==> src/rtl/reaction_game.sv <==
module reaction_game #(
  parameter int NUM_LEDS      = 16,
  parameter int STEP_TICKS    = 4,
  parameter int BLINK_STEPS   = 8,
  parameter int BLINK_PERIODS = 4,
  parameter int DIGITS        = 4
) (
  input  logic                  clk,
  input  logic                  rst,
  input  logic                  tick,
  input  logic                  start_i,
  input  logic                  stop_i,
  output logic [NUM_LEDS-1:0]   leds,
  output logic [4*DIGITS-1:0]   score,
  output logic [1:0]            state_o
);
  localparam int TW = (STEP_TICKS > 1) ? $clog2(STEP_TICKS) : 1;
  localparam int BW = (BLINK_STEPS > 1) ? $clog2(BLINK_STEPS) : 1;
  localparam int GW = (2*BLINK_PERIODS > 1) ? $clog2(2*BLINK_PERIODS) : 1;

  typedef enum logic [1:0] {IDLE = 2'd0, PLAY = 2'd1, WIN = 2'd2, LOSE = 2'd3} phase_t;
  phase_t state;

  logic [TW-1:0] tcnt;
  logic [BW-1:0] scnt;
  logic [GW-1:0] tog;
  logic [4*DIGITS-1:0] score_inc;
  logic sat;

  wire step       = tick && (tcnt == TW'(STEP_TICKS-1));
  wire full       = &leds;
  wire last_blink = (scnt == BW'(BLINK_STEPS-1));
  wire last_tog   = (tog == GW'(2*BLINK_PERIODS-1));
  wire last_led   = (leds[NUM_LEDS-1:1] == '0);

  assign state_o = state;

  always_comb begin
    logic carry;
    score_inc = score;
    carry = 1'b1;
    sat = 1'b1;
    for (int d = 0; d < DIGITS; d++) begin
      if (score[4*d +: 4] != 4'd9) sat = 1'b0;
      if (carry) begin
        if (score[4*d +: 4] == 4'd9) score_inc[4*d +: 4] = 4'd0;
        else begin
          score_inc[4*d +: 4] = score[4*d +: 4] + 4'd1;
          carry = 1'b0;
        end
      end
    end
  end

  always_ff @(posedge clk) begin
    if (rst) begin
      state <= IDLE;
      leds  <= '0;
      score <= '0;
      tcnt  <= '0;
      scnt  <= '0;
      tog   <= '0;
    end else begin
      case (state)
        IDLE: if (start_i) begin
          state <= PLAY;
          leds  <= NUM_LEDS'(1);
          score <= '0;
          tcnt  <= '0;
        end
        PLAY: begin
          if (stop_i) begin
            tcnt <= '0;
            scnt <= '0;
            tog  <= '0;
            if (full) state <= WIN;
            else begin
              state <= LOSE;
              score <= '0;
            end
          end else if (tick) begin
            if (!sat) score <= score_inc;
            if (step) begin
              tcnt <= '0;
              if (full) begin
                state <= LOSE;
                score <= '0;
              end else leds <= {leds[NUM_LEDS-2:0], 1'b1};
            end else tcnt <= tcnt + 1'b1;
          end
        end
        WIN: if (tick) begin
          if (step) begin
            tcnt <= '0;
            if (last_blink) begin
              scnt <= '0;
              tog  <= tog + 1'b1;
              if (last_tog) begin
                state <= IDLE;
                leds  <= '0;
              end else leds <= ~leds;
            end else scnt <= scnt + 1'b1;
          end else tcnt <= tcnt + 1'b1;
        end
        LOSE: if (tick) begin
          if (step) begin
            tcnt <= '0;
            if (last_led) begin
              state <= IDLE;
              leds  <= '0;
            end else leds <= leds >> 1;
          end else tcnt <= tcnt + 1'b1;
        end
        default: state <= IDLE;
      endcase
    end
  end
endmodule

==> config.mk <==
export PLATFORM = sky130hd
export DESIGN_NAME = reaction_game
export DESIGN_NICKNAME = d
export VERILOG_FILES = /design/src/rtl/reaction_game.sv
export SDC_FILE = /design/constraint.sdc
export NUM_CORES = 1
export LEC_CHECK = 0
export CORE_MARGIN = 2
export CORE_UTILIZATION = 56
export CTS_BUF_LIST = sky130_fd_sc_hd__clkbuf_8
export DETAILED_ROUTE_END_ITERATION = 12
export PLACE_DENSITY = 0.86
export SETUP_SLACK_MARGIN = 0.2
export SYNTH_ARGS = -nofsm -noshare
export SYNTH_HDL_FRONTEND = slang
export SYNTH_SLANG_ARGS = --single-unit
==> constraint.sdc <==
create_clock -name clk -period 2.2 [get_ports clk]
set_input_delay 0.44 -clock clk [delete_from_list [all_inputs] [get_ports clk]]
set_output_delay 0.44 -clock clk [all_outputs]
set_load 0.01 [all_outputs]
Word level (Yosys, flattened, before mapping). Index checks and enable logic that the tools add are counted.

Flip-flop bits (word level): 42. Input port bits: 5. Output and inout bits: 34. Logic and storage cells: 122.

Add/sub/neg operators: 7. Eq/ne operators: 31. Multiplexer cells: 65. Bitwise operators: 1. Reduce and logical (&&, ||, !) cells: 12.

Operators by type and width (number): $mux W16 (18); $pmux W16 S4 (1); $mux W2 (16); $pmux W16 S2 (1); $mux W4 (7); $ne A2 B2 Y1 const B (13); $mux W3 (7); $add A4 B1 Y4 const B (4); $eq A4 B4 Y1 const B (4); $ne A4 B4 Y1 const B (4); $not A16 Y16 (1); $reduce_and A16 Y1 (1); $logic_not A15 Y1 (1); $mux W15 (1); $ne A3 B3 Y1 const B (4); $pmux W3 S2 (2); $reduce_and A11 Y1 (1); $mux W1 (10); $reduce_and A10 Y1 (1); $pmux W2 S4 (1); $reduce_and A4 Y1 (2); $add A3 B1 Y3 const B (2); $eq A2 B2 Y1 const B (3); $eq A3 B3 Y1 const B (2); other kinds (8) (9).

Logic depth before layout (Yosys ltp).
Word-level depth: 11. Depth in mapped cells: 8. Mapped depth without buffers: 7.

Worst setup path after synthesis. OpenSTA, ideal clock, no wires.

Path kind: reg2reg. Start: reg score[0]. End: reg score[10]. Setup time: 0.080 ns. Arrival: 1.882 ns. Data required time: 2.120 ns. Slack: 0.238 ns. Stages on the path, launching flop included: 8. Buffers on the path: 1. Period minus slack after synthesis: 1.962 ns. Cells stage by stage: dfxtp_1 -> ha_1 -> nand3b_4 -> nor4_1 -> a211o_1 -> buf_4 -> o21ai_1 -> a211oi_2.

Word-level cells in the longest chain between the ends: 11. Elaborated cells between the ends (all ways): 15. Classes of those cells: 2 x eq/ne; 13 x mux.

Ends and longest elaborated chain: from (decl) (line 14) `output logic [4*DIGITS-1:0] score,`; from (signal assigned) (line 82) `if (!sat) score <= score_inc;`; $ne A4 B4 Y1 (line 44) `if (score[4*d +: 4] != 4'd9) sat = 1'b0;`; $mux W1 (4 in a row) (line 44); $mux W16 (*) (line 82); $mux W16 (line 85) `if (full) begin`; $mux W16 (*) (line 83) `if (step) begin`; $mux W16 (*) (line 81) `end else if (tick) begin`; $mux W16 (*) (line 72) `if (stop_i) begin`; $pmux W16 S2 (*) (line 64) `case (state)`.

Mark *: on every way between the ends. The rest lies on a longest branch, timed or not. The select of a mux whose other input is x is not followed. A chain may end at the register's enable or synchronous reset.

Worst setup path after layout.
Start: reg leds[3]. End: reg state[1] (netlist: state_o[1]).

Word-level cells in the longest chain between the ends: 3. Elaborated cells between the ends (all ways): 5. Classes of those cells: 2 x eq/ne; 3 x reduce/logical.

Ends and longest elaborated chain: from (decl) (line 13) `output logic [NUM_LEDS-1:0] leds,`; from (signal assigned) (line 88) `end else leds <= {leds[NUM_LEDS-2:0], 1'b1};`; from (signal assigned) (line 101) `end else leds <= ~leds;`; from (signal assigned) (line 111) `end else leds <= leds >> 1;`; $reduce_and A16 Y1 or $logic_not A15 Y1 (tied branches) (line 31, 34); $ne A3 B3 Y1 (no source line) or $ne A2 B2 Y1 (tied branches); $reduce_and A11 Y1 (no source line) (*); to (signal assigned) (line 57) `state <= IDLE;`; to (signal assigned) (line 66) `state <= PLAY;`; to (signal assigned) (line 76) `if (full) state <= WIN;`; to (decl) (line 22) `phase_t state;`.

Mark *: on every way between the ends. The rest lies on a longest branch, timed or not.

==> results.sh <==
export IMPL_final_common_cell="buf_4"
export IMPL_use_met1=0.371
export IMPL_antenna_left=0
export IMPL_cts_buffer_depth=2
export IMPL_max_freq_ghz=0.463
export IMPL_ys_types=56
export IMPL_p_switching_mw=1.29
export IMPL_min_delay_start="scnt[1]"
export IMPL_start_kind="flop"
export IMPL_post_drt_wl_per_cell_um=22.2
export IMPL_drtIter0Drc=451
export IMPL_clkPwrFrac=0.177
export IMPL_async_flop_share=0
export IMPL_grt_pass1_wl_um=11800
export IMPL_fillers=203
export IMPL_timing_final_crit_period_ns=2.16
export IMPL_combPwrFrac=0.529
export IMPL_netlist_area_mm2=0.00248
export IMPL_grt_max_degree=17
export IMPL_status="finished clean"
export IMPL_p_leak_nw=1.45
export IMPL_dp_cells=395
export IMPL_synth_nets=296
export IMPL_clock_latency_ns=0.31
export IMPL_cp_arrival_ns=2.35
export IMPL_drv_cap=0
export IMPL_top_usage_layer="met2"
export IMPL_drtPass1Iterations=6
export IMPL_synth_seq_cells=42
export IMPL_cpPeakStageDelay_ns=0.52
export IMPL_final_cells=428
export IMPL_final_area_mm2=0.00373
export IMPL_io_pins=39
export IMPL_area_growth_pct=50.4
export IMPL_die_w_um=70.5
export IMPL_htreeDepth=2
export IMPL_vias=2951
export IMPL_dp_slack_ns=-0.0386
export IMPL_cts_root_buf="clkbuf_8"
export IMPL_synth_edf_count=0
export IMPL_cp_slowest_cell="or4_4"
export IMPL_placed_area_mm2=0.00317
export IMPL_whs_ns=0.473
export IMPL_crit_chain="or4_4 -> nor4_4 -> a311oi_2 -> buf_4 -> o311ai_4 -> o41ai_2"
export IMPL_core_mm2=0.00429
export IMPL_drive_gt1_frac=0.354
export IMPL_drv_slew=0
export IMPL_cp_startpoint="leds[3]"
export IMPL_fin_util=0.868
export IMPL_clkTransAtPathRegs_ns=0.09
export IMPL_finClkSkew_ns=0.0135
export IMPL_antenna_cells=0
export IMPL_numPortBuffers=38
export IMPL_worst_pin_slew_ns=0.782
export IMPL_grt_pass1_vias=2478
export IMPL_reg2reg_from="leds[3]"
export IMPL_critPathRequiredTime_ns=2.39
export IMPL_ys_flop_type="dfxtp_1"
export IMPL_maxSlewHeadroom=0.478
export IMPL_vias_per_cell=6.89
export IMPL_vdd_ir_drop_max_mv=0.610
export IMPL_fp_row_count=24
export IMPL_hold_viol=0
export IMPL_setup_slack_ns=0.0405
export IMPL_post_route_period_util=0.982
export IMPL_netlist_instances=278
export IMPL_rsz0062_at_grt="yes"
export IMPL_setup_viol=0
export IMPL_initial_utilization=0.577
export IMPL_holdCritPathClass="reg2reg"
export IMPL_grt_util_met2=0.500
export IMPL_cts_tree="yes"
export IMPL_nets=393
export IMPL_p_per_area_mw_per_mm2=821
export IMPL_seqPwrFrac=0.295
export IMPL_grtUsageMet3=0.0556
export IMPL_grt_util_all_layers=0.297
export IMPL_fin_setup_tns_ns=0
export IMPL_critPathMaxFanout=5
export IMPL_overflow=0
export IMPL_fp_dieH_um=70.5
export IMPL_crit_type="reg2reg"
export IMPL_netSwitchingFraction=0.422
export IMPL_seq_area_frac_synth=0.339
export IMPL_cts_buffers=5
export IMPL_dpl_hpwl_um=4820
export IMPL_drt_wl_total_um=9510
export IMPL_postCtsHoldBufs=0
export IMPL_critPathCaptureType="flop"
export IMPL_intPower_mw=1.77
export IMPL_antenna_found_initial=0
export IMPL_globalplace_congestion=0.850
export IMPL_layout_common_cells="buf_4, clkdlybuf4s50_1, nor2_1"
export IMPL_die_area_mm2=0.00497
export IMPL_yosysWarningCount=0
export IMPL_route_detailed_drc=0
export IMPL_synth_avg_cell_area_um2=8.92
export IMPL_cts_sinks=42
export IMPL_power_mw=3.06
[per-layer routing]
metal	part of all wire	up-vias
met5	0	-
met4	0.070	0
met3	0.081	85
met2	0.47	218
met1	0.38	1391
li1	-	1257
[kinds of logic (layout without fill, tap and decap cells)]
logic type | after synthesis | count (layout) | synth area share
simple gates | 101 | 101 | 0.227
flops | 42 | 42 | 0.339
mux | 13 | 13 | 0.0530
buf+inv | 24 | 122 | 0.0464
xor+xnor | 3 | 3 | 0.0106
fa+ha+maj | 13 | 13 | 0.0656
compound gates | 82 | 82 | 0.258
[repair_timing]
action / CTS / global route
buffers inserted: 5 / 19
pin swaps: 1 / 18
hold endpoints to repair: 0 / 0
setup endpoints to repair: 18 / 34
cloned: 0 / 1
resized for setup: 16 / 47
[cell usage after synthesis, types with 6 or more instances]
library cell	n	area, um^2
mux2i_1	12	120
clkbuf_1	7	26.3
inv_1	9	33.8
dfxtp_1	42	841
nand2_1	13	48.8
a21oi_1	16	80.1
nand3_1	7	35.0
ha_1	13	163
nand4_1	6	37.5
nor2_1	33	124
a211oi_1	6	45.0
nor4_1	6	37.5
a221oi_1	9	78.8
o2bb2ai_1	13	114
[flip-flops by register name (all words and copies together) (netlist names)]
name and cells:
leds 16, score 16, scnt 3, tog 3, state_o 2, tcnt 2
[critical path: cells and delay by family (launching register included)]
kind | cells | cell delay (ns)
AO/OA/AOI/OAI | 3 | 0.63
buffers and inverters | 1 | 0.21
flip-flops | 1 | 0.37
AND/OR/NAND/NOR | 2 | 0.83
[path summary, 6_finish.rpt]
path	endpoint	slack (ns)	cells after the start
max	state_o[1]	0.04	6
min	scnt[1]	0.47	2
max reg2reg	state_o[1]	0.04	6
min reg2reg	scnt[1]	0.47	2
[power by group through the flow]
| stage | Combinational (mW) | Sequential [mW] | Clock [mW] |
|---|---|---|---|
| 6_report | 1.62 | 0.903 | 0.541 |
| 5_1_grt | 1.69 | 0.904 | 0.558 |
| 4_1_cts | 1.29 | 0.891 | 0.519 |
| 3_5_place_dp | 1.26 | 0.902 | 0 |
| 3_3_place_gp | 1.21 | 0.900 | 0 |
| 2_1_floorplan | 0.716 | 0.936 | 0 |
[cell type report]
type	instances	area, um^2	area share
Multi-Input combinational cell	212	1760	0.473
Sequential cell	42	871	0.234
Inverter	9	33.8	0.00906
Timing Repair Buffer	105	903	0.242
Clock buffer	6	82.6	0.0221
Tap cell	52	65.1	0.0174
Clock inverter	2	8.76	0.00235
(Power assumes the default switching activity.)
